## config.mk

```make
export PLATFORM = sky130hd
export DESIGN_NAME = bgpat_mem_tester
export DESIGN_NICKNAME = d
export VERILOG_FILES = /design/src/rtl/bgpat_pkg.sv /design/src/rtl/bgpat_seq.sv /design/src/rtl/bgpat_check.sv /design/src/rtl/bgpat_mem_tester.sv
export SDC_FILE = /design/constraint.sdc
export NUM_CORES = 1
export LEC_CHECK = 0
export ABC_AREA = 0
export BUFFER_PORTS_ARGS = -buffer_cell sky130_fd_sc_hd__buf_4
export CAP_MARGIN = 20
export CORE_ASPECT_RATIO = 0.7
export CORE_UTILIZATION = 55
export CTS_CLUSTER_DIAMETER = 200
export DETAILED_ROUTE_END_ITERATION = 6
export PLACE_DENSITY = 0.81
export RECOVER_POWER = 25
export REMOVE_ABC_BUFFERS = 1
export SYNTH_ARGS = -nofsm -noshare
export SYNTH_HDL_FRONTEND = slang
export SYNTH_SLANG_ARGS = --single-unit
```

## constraint.sdc

```tcl
create_clock -name clk -period 2.5 [get_ports clk]
set_input_delay 0.25 -clock clk [delete_from_list [all_inputs] [get_ports clk]]
set_output_delay 0.25 -clock clk [all_outputs]
set_load 0.1 [all_outputs]
```

## src/rtl/bgpat_pkg.sv

```systemverilog
package bgpat_pkg;

  typedef enum logic [1:0] {
    ST_IDLE  = 2'd0,
    ST_WRITE = 2'd1,
    ST_READ  = 2'd2,
    ST_DRAIN = 2'd3
  } tst_state_e;

  localparam int PAT_W    = 2;
  localparam int NUM_PATS = 4;

  // One bit of a background word: idx selects zeros, ones, checker, inverted.
  function automatic logic bg_bit(input logic [PAT_W-1:0] idx,
                                  input logic col_lsb,
                                  input logic row_lsb);
    logic chk;
    chk = col_lsb ^ row_lsb;
    case (idx)
      2'd0:    bg_bit = 1'b0;
      2'd1:    bg_bit = 1'b1;
      2'd2:    bg_bit = chk;
      default: bg_bit = ~chk;
    endcase
  endfunction

endpackage

```

## src/rtl/bgpat_seq.sv

```systemverilog
module bgpat_seq
  import bgpat_pkg::*;
#(
  parameter int ADDR_W    = 6,
  parameter int LAST_ADDR = 44
) (
  input  logic              clk,
  input  logic              rst,
  input  logic              start_i,
  output tst_state_e        state_o,
  output logic [ADDR_W-1:0] addr_o,
  output logic [PAT_W-1:0]  pat_o,
  output logic              start_acc_o,
  output logic              rd_issue_o,
  output logic              run_end_o
);

  localparam logic [ADDR_W-1:0] LAST_A   = ADDR_W'(LAST_ADDR);
  localparam logic [PAT_W-1:0]  LAST_PAT = PAT_W'(NUM_PATS - 1);

  tst_state_e        state_q;
  logic [ADDR_W-1:0] addr_q;
  logic [PAT_W-1:0]  pat_q;
  logic              last_hit;

  assign last_hit    = (addr_q == LAST_A);
  assign start_acc_o = (state_q == ST_IDLE) && start_i;
  assign rd_issue_o  = (state_q == ST_READ);
  assign run_end_o   = (state_q == ST_DRAIN);
  assign state_o     = state_q;
  assign addr_o      = addr_q;
  assign pat_o       = pat_q;

  always_ff @(posedge clk) begin
    if (rst) begin
      state_q <= ST_IDLE;
      addr_q  <= '0;
      pat_q   <= '0;
    end else begin
      case (state_q)
        ST_IDLE: begin
          if (start_i) begin
            state_q <= ST_WRITE;
            addr_q  <= '0;
            pat_q   <= '0;
          end
        end
        ST_WRITE: begin
          if (last_hit) begin
            state_q <= ST_READ;
            addr_q  <= '0;
          end else begin
            addr_q <= addr_q + 1'b1;
          end
        end
        ST_READ: begin
          if (last_hit) begin
            addr_q <= '0;
            if (pat_q == LAST_PAT) begin
              state_q <= ST_DRAIN;
            end else begin
              pat_q   <= pat_q + 1'b1;
              state_q <= ST_WRITE;
            end
          end else begin
            addr_q <= addr_q + 1'b1;
          end
        end
        default: state_q <= ST_IDLE;
      endcase
    end
  end

  assert_addr_in_range_R5: assert property (@(posedge clk) disable iff (rst)
    (state_q == ST_WRITE || state_q == ST_READ) |-> (addr_q <= LAST_A));

  assert_next_pattern_R3: assert property (@(posedge clk) disable iff (rst)
    (state_q == ST_READ && last_hit && pat_q != LAST_PAT)
      |=> (state_q == ST_WRITE && pat_q == $past(pat_q) + 2'd1 && addr_q == '0));

  assert_busy_ignores_start_R2: assert property (@(posedge clk) disable iff (rst)
    (state_q == ST_WRITE && !last_hit) |=> (state_q == ST_WRITE && addr_q == $past(addr_q) + 1'b1));

endmodule

```

## src/rtl/bgpat_check.sv

```systemverilog
module bgpat_check
  import bgpat_pkg::*;
#(
  parameter int ADDR_W = 6,
  parameter int DATA_W = 8
) (
  input  logic              clk,
  input  logic              rst,
  input  logic              clear_i,
  input  logic              rd_issue_i,
  input  logic [ADDR_W-1:0] rd_addr_i,
  input  logic [PAT_W-1:0]  rd_pat_i,
  input  logic [DATA_W-1:0] exp_i,
  input  logic [DATA_W-1:0] rdata_i,
  input  logic              run_end_i,
  output logic              cmp_vld_o,
  output logic              done_o,
  output logic              fail_o,
  output logic [ADDR_W-1:0] cap_addr_o,
  output logic [PAT_W-1:0]  cap_pat_o,
  output logic [DATA_W-1:0] cap_mask_o
);

  logic              vld_q;
  logic [DATA_W-1:0] exp_q;
  logic [ADDR_W-1:0] addr_q;
  logic [PAT_W-1:0]  pat_q;
  logic [DATA_W-1:0] diff;
  logic              mismatch;
  logic              done_q, fail_q;
  logic [ADDR_W-1:0] cap_addr_q;
  logic [PAT_W-1:0]  cap_pat_q;
  logic [DATA_W-1:0] cap_mask_q;

  assign diff     = rdata_i ^ exp_q;
  assign mismatch = vld_q && (diff != '0);

  always_ff @(posedge clk) begin
    if (rst) begin
      vld_q      <= 1'b0;
      exp_q      <= '0;
      addr_q     <= '0;
      pat_q      <= '0;
      done_q     <= 1'b0;
      fail_q     <= 1'b0;
      cap_addr_q <= '0;
      cap_pat_q  <= '0;
      cap_mask_q <= '0;
    end else begin
      vld_q  <= rd_issue_i;
      exp_q  <= exp_i;
      addr_q <= rd_addr_i;
      pat_q  <= rd_pat_i;
      if (clear_i) begin
        done_q     <= 1'b0;
        fail_q     <= 1'b0;
        cap_addr_q <= '0;
        cap_pat_q  <= '0;
        cap_mask_q <= '0;
      end else begin
        if (mismatch && !fail_q) begin
          cap_addr_q <= addr_q;
          cap_pat_q  <= pat_q;
          cap_mask_q <= diff;
        end
        if (mismatch)  fail_q <= 1'b1;
        if (run_end_i) done_q <= 1'b1;
      end
    end
  end

  assign cmp_vld_o  = vld_q;
  assign done_o     = done_q;
  assign fail_o     = fail_q;
  assign cap_addr_o = cap_addr_q;
  assign cap_pat_o  = cap_pat_q;
  assign cap_mask_o = cap_mask_q;

  assert_fail_sticky_R9: assert property (@(posedge clk) disable iff (rst)
    (fail_q && !clear_i) |=> fail_q);

  assert_capture_hold_R8: assert property (@(posedge clk) disable iff (rst)
    (fail_q && !clear_i) |=> ($stable(cap_addr_q) && $stable(cap_pat_q) && $stable(cap_mask_q)));

  assert_mask_nonzero_R8: assert property (@(posedge clk) disable iff (rst)
    fail_q |-> ($countones(cap_mask_q) > 0));

  assert_done_hold_R7: assert property (@(posedge clk) disable iff (rst)
    (done_q && !clear_i) |=> done_q);

  assert_start_clears_R10: assert property (@(posedge clk) disable iff (rst)
    clear_i |=> (!done_q && !fail_q && cap_mask_q == '0));

endmodule

```

## src/rtl/bgpat_mem_tester.sv

```systemverilog
module bgpat_mem_tester
  import bgpat_pkg::*;
#(
  parameter int ADDR_W    = 6,
  parameter int DATA_W    = 8,
  parameter int LAST_ADDR = 44
) (
  input  logic              clk,
  input  logic              rst,
  input  logic              start_i,
  output logic              done_o,
  output logic              pass_o,
  output logic [ADDR_W-1:0] mem_addr_o,
  output logic              mem_we_o,
  output logic [DATA_W-1:0] mem_wdata_o,
  input  logic [DATA_W-1:0] mem_rdata_i,
  output logic [ADDR_W-1:0] fail_addr_o,
  output logic [1:0]        fail_pat_o,
  output logic [DATA_W-1:0] fail_mask_o
);

  tst_state_e        seq_state;
  logic [ADDR_W-1:0] seq_addr;
  logic [PAT_W-1:0]  seq_pat;
  logic              start_acc, rd_issue, run_end;
  logic              cmp_vld, chk_done, chk_fail;
  logic [DATA_W-1:0] bg_word;

  bgpat_seq #(.ADDR_W(ADDR_W), .LAST_ADDR(LAST_ADDR)) u_seq (
    .clk         (clk),
    .rst         (rst),
    .start_i     (start_i),
    .state_o     (seq_state),
    .addr_o      (seq_addr),
    .pat_o       (seq_pat),
    .start_acc_o (start_acc),
    .rd_issue_o  (rd_issue),
    .run_end_o   (run_end)
  );

  for (genvar b = 0; b < DATA_W; b++) begin : g_bg
    localparam logic COL_LSB = 1'(b % 2);
    assign bg_word[b] = bg_bit(seq_pat, COL_LSB, seq_addr[0]);
  end

  bgpat_check #(.ADDR_W(ADDR_W), .DATA_W(DATA_W)) u_check (
    .clk        (clk),
    .rst        (rst),
    .clear_i    (start_acc),
    .rd_issue_i (rd_issue),
    .rd_addr_i  (seq_addr),
    .rd_pat_i   (seq_pat),
    .exp_i      (bg_word),
    .rdata_i    (mem_rdata_i),
    .run_end_i  (run_end),
    .cmp_vld_o  (cmp_vld),
    .done_o     (chk_done),
    .fail_o     (chk_fail),
    .cap_addr_o (fail_addr_o),
    .cap_pat_o  (fail_pat_o),
    .cap_mask_o (fail_mask_o)
  );

  assign mem_addr_o  = seq_addr;
  assign mem_we_o    = (seq_state == ST_WRITE);
  assign mem_wdata_o = bg_word;
  assign done_o      = chk_done;
  assign pass_o      = chk_done && !chk_fail;

  assert_read_then_compare_R6: assert property (@(posedge clk) disable iff (rst)
    rd_issue |=> cmp_vld);

  assert_pass_needs_done_R7: assert property (@(posedge clk) disable iff (rst)
    pass_o |-> done_o);

  assert_done_quiet_port_R7: assert property (@(posedge clk) disable iff (rst)
    done_o |-> !mem_we_o);

  assert_end_raises_done_R7: assert property (@(posedge clk) disable iff (rst)
    run_end |=> done_o);

endmodule

```

## Yosys cells after proc, flatten, opt, wreduce, memory -nomap -nowiden

Index checks and enable logic that the tools add are counted.

| word-level totals | value |
|---|---|
| output and inout port bits | 33 |
| word-level logic and storage cells | 56 |
| register bits after elaboration | 45 |
| bits of input ports | 11 |

| operators by class | value |
|---|---|
| $add $sub $neg | 2 |
| bitwise gates (word level) | 2 |
| reduce and logical (&&, ||, !) cells | 15 |
| mux-type cells | 14 |
| eq/ne operators | 11 |

Operators with widths:

| kind | count |
|---|---|
| 2-bit two-way mux | 7 |
| 6-bit two-way mux | 2 |
| 6-bit one-hot mux with 2 select lines | 1 |
| 2-bit == test (second input constant) | 4 |
| 8-bit nonzero test | 1 |
| 8-bit bitwise XOR | 1 |
| 6-bit by 1-bit adder with 6-bit output (second input constant) | 1 |
| 6-bit == test (second input constant) | 1 |
| 2-bit inequality test (second input constant) | 3 |
| 1-bit one-hot mux with 3 select lines | 2 |
| 2-bit one-hot mux with 3 select lines | 1 |
| 2-bit by 1-bit == test with 1-bit output (second input constant) | 2 |
| 1-bit logical AND | 4 |
| 2-bit zero test | 2 |
| 2-bit one-hot mux with 2 select lines | 1 |
| 4-bit AND reduction | 1 |
| 2-bit nonzero test | 2 |
| 2-bit OR reduction | 2 |
| 3-bit AND reduction | 1 |
| 2-bit by 1-bit adder with 2-bit output (second input constant) | 1 |
| 2-bit by 1-bit inequality test with 1-bit output (second input constant) | 1 |
| 2-bit AND reduction | 1 |
| 1-bit zero test | 1 |
| 1-bit inverter | 1 |

## Depth between registers and ports, before layout

Gate-level depths: netlist (run 1).

| logic depth | value |
|---|---|
| depth in word-level cells | 4 |
| depth in mapped cells | 7 |

## Modules after synthesis

Synthesis (run 1) repeated with hierarchy kept, for this count alone.

| second synthesis, totals | value |
|---|---|
| cells, all modules | 212 |
| area, all modules | 2,006.9 um^2 |

By module, submodules not included:

| module | area each (um^2) | seq. area each (um^2) | cells an instance | times used |
|---|---|---|---|---|
| bgpat_check | 1,261.2 | 700.7 | 122 | 1 |
| bgpat_seq | 660.6 | 200.2 | 78 | 1 |
| bgpat_mem_tester | 85.1 | 0.0 | 12 | 1 |

## Worst setup path after synthesis (run 1)

No wires, ideal clock.

| timing path | value |
|---|---|
| path kind | register to output |
| from | reg u_seq.addr_q[0], in the netlist u_seq.addr_o[0] |
| to | out mem_wdata_o[3] |
| data required time | 2.250 ns |
| buffers on the path | 1 |
| stages on the path, launching flop included | 4 |
| data arrival time | 3.400 ns |
| setup slack | -1.150 ns |
| path through | dfxtp_1 -> inv_1 -> a21oi_1 -> buf_4 |

| between the ends | value |
|---|---|
| cells in the longest elaborated chain, start to end | 2 |

Ends and longest elaborated chain:

| what | line | source |
|---|---|---|
| start, declared | bgpat_seq.sv:22 | `logic [ADDR_W-1:0] addr_q;` |
| start signal, assigned | bgpat_seq.sv:53 | `addr_q <= addr_q + 1'b1;` |
| start signal, assigned | bgpat_seq.sv:66 | `addr_q <= addr_q + 1'b1;` |
| 1-bit inverter (no source line) | -- |  |
| 1-bit one-hot mux with 3 select lines (*) | -- |  |
| end, declared | bgpat_mem_tester.sv:15 | `output logic [DATA_W-1:0] mem_wdata_o,` |

Mark *: on every way between the ends. The rest lies on a longest branch, timed or not.

## Worst setup path after layout (run 1)

| timing path | value |
|---|---|
| from | reg u_seq.pat_q[0], in the netlist u_seq.pat_o[0] |
| to | out mem_wdata_o[5] |

| between the ends | value |
|---|---|
| cells in the longest elaborated chain, start to end | 2 |

Ends and longest elaborated chain:

| what | line | source |
|---|---|---|
| start, declared | bgpat_seq.sv:23 | `logic [PAT_W-1:0] pat_q;` |
| start signal, assigned | bgpat_seq.sv:62 | `pat_q <= pat_q + 1'b1;` |
| 2-bit == test (tied with other cells) | bgpat_pkg.sv:19 | `case (idx)` |
| 1-bit one-hot mux with 3 select lines (*) | bgpat_pkg.sv:19 |  |

Marked as above.

==> metrics.log, run 1 <==
[metrics] status: finished clean
[metrics] Critical Path AT: 1770 ps
[metrics] Hold WS: 248 ps
[metrics] antenna violation net count after detailed routing: 0
[metrics] total wire length: 3730 µm
[metrics] worst-case clock buffer depth: 2
[metrics] RD Place Congestion: 0.834
[metrics] First-pass DRT Iterations: 4
[metrics] CTS sink cnt: 39
[metrics] register cell area after layout: 781 µm²
[metrics] register area share after synthesis: 40.5%
[metrics] Critical Path Sink Type: output pin
[metrics] first-pass GRT wire length: 6040 µm
[metrics] TritonCTS clock tree: done
[metrics] Final Net Count: 264
[metrics] crit path launch type: register
[metrics] number of hold violations in the final report: 0
[metrics] number of buffers inserted during clock tree synthesis: 5
[metrics] total routing resource utilization after global routing: 21.5%
[metrics] dpl ws: 605 ps
[metrics] cell with the biggest individual delay on the critical path: sky130_fd_sc_hd__dfxtp_1
[metrics] number of warning messages in the yosys log: 0
[metrics] delay of the slowest cell on the worst path: 450 ps
[metrics] CP Data Required Time: 2250 ps
[metrics] hold buffers post-CTS: 0
[metrics] number of levels the H-tree was split into: 2
[metrics] dpl hpwl: 2610 µm
[metrics] setup repair after global routing missed its margin: no
[metrics] area of the die: 0.00375 mm²
[metrics] clk_lat worst skew: 290 ps
[metrics] Slew Limit Headroom: 21.1%
[metrics] ANT cells: 0
[metrics] routed via count divided by cell count: 4.99
[metrics] chain of cells forming the critical path: inv_1, ha_1, a211oi_1, a21oi_1, buf_4
[metrics] effective utilization at floorplan: 59.6%
[metrics] transition time at the pin with the least slew margin: 1190 ps
[metrics] Avg Cell Area, Syn: 9.26 µm²
[metrics] minimum clock period: 2020 ps
[metrics] core box area: 0.00323 mm²
[metrics] pin count of the biggest net entering global routing: 35
[metrics] post-route worst setup slack: 478 ps
[metrics] total power: 1.43 mW
[metrics] Worst Setup Path Type: register to output pin
[metrics] share of layout cells above drive strength 1: 20.5%
[metrics] Worst-path clk slew: 80 ps
[metrics] power density over the cells: 626 mW/mm²
[metrics] vias in the first global route: 1327
[metrics] cell area after synthesis: 0.00193 mm²
[metrics] setup violation total in the final timing report: 0
[metrics] via count of the routed design: 1452
[metrics] DRC violations left: 0
[metrics] I/O Pins: 44
[metrics] Post-CTS Setup Inserts: 0
[metrics] standard-cell row count: 17
[metrics] worst hold path type: primary input to register
[metrics] worst clock skew on the final layout: 3.79 ps
[metrics] total of flip-flops plus latches after synthesis: 39
[metrics] Avg WL per Cell: 12.8 µm
[metrics] multi-input gate area in the final layout: 996 µm²
[metrics] final cycle utilization of the critical path: 80.9%
[metrics] count of filler cells inserted in the layout: 281
[metrics] number of pins with negative max-slew slack in the final report: 0
[metrics] fmax: 495 MHz
[metrics] cell at the root of the clock tree: sky130_fd_sc_hd__clkbuf_8
[metrics] Layout Area Growth over Synthesis: 18.6%
[metrics] floorplan die width: 72.7 µm
[metrics] leakage power summed over all cells: 0.980 nW
[metrics] max-capacitance violation count: 0
[metrics] DRC marker count from the first detailed-route iteration: 45
[metrics] Gate Count Post-Synth: 208
[metrics] port buffer count: 43
[metrics] largest fanout on the critical path: 6
[metrics] VDD IR max: 473 µV
[metrics] distinct cell type count of the synthesized netlist: 39
[metrics] antenna violations before repair: 0
[metrics] count of cells resized by post-cts repair: 0
[metrics] remaining global-route overflow: 0
[metrics] Die H: 51.5 µm
-- layer usage --
layer  vias up  global-route usage (%)  part of all wire [%]
met3         6                    5.23                   5.5
met4         0                    7.84                   1.3
met2        40                    32.4                    43
met5         -                       0                     0
li1        758                       -                     -
met1       648                    29.8                    50
-- cells by family (layout without fill, tap and decap cells) --
| kind of cell | after synthesis | in the layout | synth area share (%) |
|---|---|---|---|
| AO/OA/AOI/OAI | 26 | 26 | 9.22 |
| XOR/XNOR | 13 | 13 | 5.91 |
| adder cells (fa/ha/maj) | 10 | 10 | 6.49 |
| buffers and inverters | 27 | 63 | 7.99 |
| flip-flops | 39 | 39 | 40.5 |
| multiplexers | 20 | 20 | 11.8 |
| AND/OR/NAND/NOR | 73 | 73 | 18.1 |
-- where the power goes --
part           internal [mW]  switching (mW)  total, mW  leakage, nW
Combinational         0.0792           0.175      0.254        0.608
Sequential             0.635          0.0164      0.651        0.315
Clock                  0.297           0.227      0.524       0.0581
Total                   1.01           0.419       1.43        0.980
-- cell type report --
cell class | instances | area share, %
clock buffer | 5 | 3.01
sequential | 39 | 34.2
timing repair buffer | 44 | 13.0
inverter | 11 | 1.81
multi-input combinational | 142 | 43.6
clock inverter | 3 | 1.92
tap | 47 | 2.57
-- per-stage QoR --
stage	cell area (µm²)	setup TNS [ps]	utilization, %	instances
after floorplan	1810	-47490	-	192
after CTS	2320	0	71.7	291
after global placement	2210	0	68.3	283
after detailed placement	2210	0	68.3	283
after global routing	2290	0	70.7	291
final	2290	0	70.7	291
-- cells in the mapped netlist, drive strengths merged --
| cell type | n | area (µm²) |
|---|---|---|
| a211oi | 3 | 27.5 |
| a21oi | 8 | 40.0 |
| o21a | 2 | 15.0 |
| ha | 10 | 125 |
| mux2i | 19 | 215 |
| a2111o | 1 | 11.3 |
| xor2 | 8 | 70.1 |
| xnor2 | 5 | 43.8 |
| nand2b | 1 | 6.26 |
| clkbuf | 6 | 22.5 |
| mux2 | 1 | 11.3 |
| o21ai | 3 | 15.0 |
| nor4bb | 1 | 10.0 |
| o211ai | 1 | 7.51 |
| nor2b | 6 | 37.5 |
| dfxtp | 39 | 781 |
| nand4 | 2 | 12.5 |
| a21o | 1 | 7.51 |
| nor4b | 1 | 8.76 |
| inv | 11 | 41.3 |
| nand3 | 6 | 30.0 |
| and2 | 2 | 12.5 |
| or4 | 2 | 22.5 |
| nor4 | 1 | 6.26 |
| a22oi | 1 | 7.51 |
| o31ai | 2 | 15.0 |
| nor3b | 1 | 7.51 |
| nand2 | 35 | 131 |
| nor3 | 1 | 5.00 |
| a211o | 1 | 8.76 |
| buf | 10 | 90.1 |
| nor2 | 13 | 48.8 |
| a21boi | 1 | 7.51 |
| a31oi | 1 | 6.26 |
| and4b | 1 | 10.0 |
| o32ai | 1 | 8.76 |
-- layout by cell type, fill, tap and decap left out, types with 2 or more instances in the layout --
| master | n |
|---|---|
| sky130_fd_sc_hd__o21ai_0 | 3 |
| sky130_fd_sc_hd__nor2_1 | 13 |
| sky130_fd_sc_hd__o21a_1 | 2 |
| sky130_fd_sc_hd__ha_1 | 10 |
| sky130_fd_sc_hd__o31ai_1 | 2 |
| sky130_fd_sc_hd__mux2i_1 | 17 |
| sky130_fd_sc_hd__nand2_1 | 35 |
| sky130_fd_sc_hd__a211oi_1 | 2 |
| sky130_fd_sc_hd__dfxtp_1 | 39 |
| sky130_fd_sc_hd__clkbuf_1 | 9 |
| sky130_fd_sc_hd__nor2b_1 | 6 |
| sky130_fd_sc_hd__and2_1 | 2 |
| sky130_fd_sc_hd__clkbuf_8 | 5 |
| sky130_fd_sc_hd__nand4_1 | 2 |
| sky130_fd_sc_hd__xor2_1 | 8 |
| sky130_fd_sc_hd__inv_1 | 11 |
| sky130_fd_sc_hd__buf_4 | 35 |
| sky130_fd_sc_hd__or4_4 | 2 |
| sky130_fd_sc_hd__nand3_1 | 6 |
| sky130_fd_sc_hd__xnor2_1 | 5 |
| sky130_fd_sc_hd__a21oi_1 | 7 |
| sky130_fd_sc_hd__mux2i_4 | 2 |
-- worst max-delay path, delay by kind of cell, from the launching register on --
| kind | cells | cell delay [ps] |
|---|---|---|
| flip-flops | 1 | 450 |
| AO/OA/AOI/OAI | 2 | 410 |
| buffers and inverters | 2 | 390 |
| adder cells (fa/ha/maj) | 1 | 230 |
-- flip-flops by register name (all words and copies together), names as in the netlist --
name and cells:
u_seq.pat_o 2, u_check.fail_o 1, u_check.cap_pat_o 2, u_seq.addr_o 6, u_check.done_o 1, u_check.exp_q 2, u_seq.state_o 2, u_check.cap_mask_o 8
u_check.cmp_vld_o 1, u_check.cap_addr_o 6, u_check.pat_q 2, u_check.addr_q 6
-- path summary, 6_finish.rpt --
check,startpoint,to,slack [ps],cells past startpoint
setup reg to reg,u_check.exp_q[5],u_check.cap_addr_o[3],590,4
setup / recovery,u_seq.pat_o[0],mem_wdata_o[5],480,5
hold / removal,rst,u_check.addr_q[0],250,2
hold reg to reg,u_check.addr_q[5],u_check.cap_addr_o[5],440,2
(Power assumes the default switching activity.)
==> inputs of run 2 (changes only) <==
--- a/config.mk
+++ b/config.mk
@@ -9,10 +9,10 @@
 export BUFFER_PORTS_ARGS = -buffer_cell sky130_fd_sc_hd__buf_4
 export CAP_MARGIN = 20
 export CORE_ASPECT_RATIO = 0.7
-export CORE_UTILIZATION = 55
+export CORE_UTILIZATION = 53
 export CTS_CLUSTER_DIAMETER = 200
 export DETAILED_ROUTE_END_ITERATION = 6
-export PLACE_DENSITY = 0.81
+export PLACE_DENSITY = 0.79
 export RECOVER_POWER = 25
 export REMOVE_ABC_BUFFERS = 1
 export SYNTH_ARGS = -nofsm -noshare
==> constraint.sdc (replaced) <==
create_clock -name clk -period 2 [get_ports clk]
set_input_delay 0.2 -clock clk [delete_from_list [all_inputs] [get_ports clk]]
set_output_delay 0.2 -clock clk [all_outputs]
set_load 0.1 [all_outputs]
==> metrics.log, run 2 (synthesized netlist as in run 1, its figures left out) <==
[metrics] core box area: 0.00330 mm² (+2.0%)
[metrics] dpl hpwl: 2740 µm (+4.9%)
[metrics] minimum clock period: 1910 ps
[metrics] routed via count divided by cell count: 4.99 (about the same)
[metrics] total routing resource utilization after global routing: 20.3% (-1.1 points)
[metrics] total power: 1.66 mW (+16%)
[metrics] setup violation total in the final timing report: 0 (unchanged)
[metrics] Worst-path clk slew: 80 ps (about the same)
[metrics] multi-input gate area in the final layout: 0.00101 mm² (+1.5%)
[metrics] most common cell after layout, fill and taps aside: sky130_fd_sc_hd__buf_4
[metrics] power density over the cells: 711 mW/mm² (+14%)
[metrics] area of the die: 0.00388 mm² (+3.6%)
[metrics] Worst Setup Path Type: register to output pin
[metrics] number of levels the H-tree was split into: 2 (unchanged)
[metrics] First-pass DRT Iterations: 4 (unchanged)
[metrics] hold-critical path depth: 2 (unchanged)
[metrics] register cell area after layout: 782 µm² (+0.16%)
[metrics] TritonCTS clock tree: done
[metrics] pin count of the biggest net entering global routing: 35 (unchanged)
[metrics] Layout Area Growth over Synthesis: 21.6%
[metrics] RD Place Congestion: 0.811 (-2.8%)
[metrics] DRC violations left: 0 (unchanged)
[metrics] CP Data Required Time: 1800 ps (-450 ps)
[metrics] largest fanout on the critical path: 6 (unchanged)
[metrics] path depth of the worst reg2reg path: 4 (unchanged)
[metrics] number of buffers inserted during clock tree synthesis: 5 (unchanged)
[metrics] total wire length: 3760 µm (+0.91%)
[metrics] end-of-flow core utilization: 71.0% (+0.34 points)
[metrics] max-capacitance violation count: 0 (unchanged)
[metrics] number of flip-flops under the largest register name: 8 (unchanged)
[metrics] ANT cells: 0 (unchanged)
[metrics] Post-CTS Setup Inserts: 0 (unchanged)
[metrics] Slew Limit Headroom: 58.8% (+38 points)
[metrics] fmax: 523 MHz
[metrics] final sum of negative setup slack: 0 ps (unchanged)
[metrics] count of filler cells inserted in the layout: 254 (-9.6%)
[metrics] VDD IR max: 479 µV (+1.1%)
[metrics] final cycle utilization of the critical path: 95.6%
[metrics] worst hold path type: primary input to register
[metrics] transition time at the pin with the least slew margin: 616 ps (-573 ps)
[metrics] antenna violations before repair: 0 (unchanged)
[metrics] effective utilization at floorplan: 58.4% (-1.2 points)
[metrics] clk_lat worst skew: 290 ps (about the same)
[metrics] Hold WS: 191 ps (-57.1 ps)
[metrics] cell at the root of the clock tree: sky130_fd_sc_hd__clkbuf_8
[metrics] first-pass GRT wire length: 5910 µm (-2.2%)
[metrics] commonest cells after routing, fill and taps aside: 45 x sky130_fd_sc_hd__buf_4, 38 x sky130_fd_sc_hd__dfxtp_1, 35 x sky130_fd_sc_hd__nand2_1
[metrics] antenna violation net count after detailed routing: 0 (unchanged)
[metrics] floorplan die width: 74.1 µm (+1.8%)
[metrics] share of layout cells above drive strength 1: 25.8% (+5.3 points)
[metrics] port buffer count: 43 (unchanged)
[metrics] setup repair after global routing missed its margin: no
[metrics] placed insts: 287 (+1.4%)
[metrics] leakage power summed over all cells: 1.02 nW (+3.7%)
[metrics] Die H: 52.4 µm (+1.8%)
[metrics] standard-cell row count: 17 (unchanged)
[metrics] via count of the routed design: 1473 (+1.4%)
[metrics] I/O Pins: 44 (unchanged)
[metrics] worst clock skew on the final layout: 8.11 ps (+4.32 ps)
[metrics] Avg WL per Cell: 12.8 µm (-0.46%)
[metrics] number of hold violations in the final report: 0 (unchanged)
[metrics] worst-case clock buffer depth: 2 (unchanged)
[metrics] vias in the first global route: 1309 (-1.4%)
[metrics] CTS sink cnt: 39 (unchanged)
[metrics] remaining global-route overflow: 0 (unchanged)
[metrics] number of pins with negative max-slew slack in the final report: 0 (unchanged)
[metrics] DRC marker count from the first detailed-route iteration: 59 (+31%)
[metrics] status: finished clean
[metrics] crit path launch type: register
[metrics] final std cells w/o fill: 295 (+1.4%)
[metrics] Final Net Count: 268 (+1.5%)
[metrics] Critical Path AT: 1710 ps (-60 ps)
[metrics] Critical Path Sink Type: output pin
## run 2: changes by cell type in the layout (fill, tap and decap cells not counted), moves of 2 or more
cell,previous run,this run
sky130_fd_sc_hd__clkbuf_1,9,2
sky130_fd_sc_hd__buf_4,35,45
sky130_fd_sc_hd__buf_6,0,2
sky130_fd_sc_hd__a21oi_2,1,3
sky130_fd_sc_hd__a21oi_1,7,5
## run 2: worst paths after layout
kind,start,end,slack [ps]
worst max register to register,u_check.exp_q[5],u_check.cap_mask_o[2],100
worst min-delay path,rst,u_check.addr_q[1],190
worst max-delay path,u_seq.pat_o[0],mem_wdata_o[5],90
worst min register to register,u_check.addr_q[2],u_check.cap_addr_o[2],440
## run 2: routing by layer
layer	vias up	wire (µm)	global-route usage, %
li1	765	-	-
met1	673	1890	26.3
met2	27	1670	32.1
met3	8	160	5.96
met4	0	42	7.37
met5	-	0	0
## run 2: repair_timing
| item | CTS | global route |
|---|---|---|
| resized for setup | 0 | 6 |
| hold buffers | 0 | 0 |
| setup endpoints to repair | 0 | 9 |
| endpoints found under the hold margin | 0 | 0 |
## run 2: power by group
part	switching (mW)	total, mW	internal, mW
registers	0.0211	0.815	0.794
clock network	0.270	0.513	0.243
logic	0.224	0.337	0.113
## run 2: metrics by stage
stage               cell area, µm²  setup slack, ps
global placement              2240              197
floorplan                     1810            -5510
detailed placement            2240              126
finish                        2340             88.2
CTS                           2320             3.04
global route                  2340             2.29
## run 2: layout make-up
class / count / share of cell area (%)
timing repair buffer: 48 / 15.5
inverter: 11 / 1.76
sequential: 39 / 33.4
tap: 47 / 2.51
multi-input combinational: 142 / 43.2
clock inverter: 2 / 0.534
clock buffer: 6 / 3.10
## run 2: critical path, stage by stage (launching register included)
cell,delay [ps]
sky130_fd_sc_hd__dfxtp_2,390
sky130_fd_sc_hd__inv_1,120
sky130_fd_sc_hd__ha_1,240
sky130_fd_sc_hd__a211oi_1,310
sky130_fd_sc_hd__a21oi_2,110
sky130_fd_sc_hd__buf_4,250
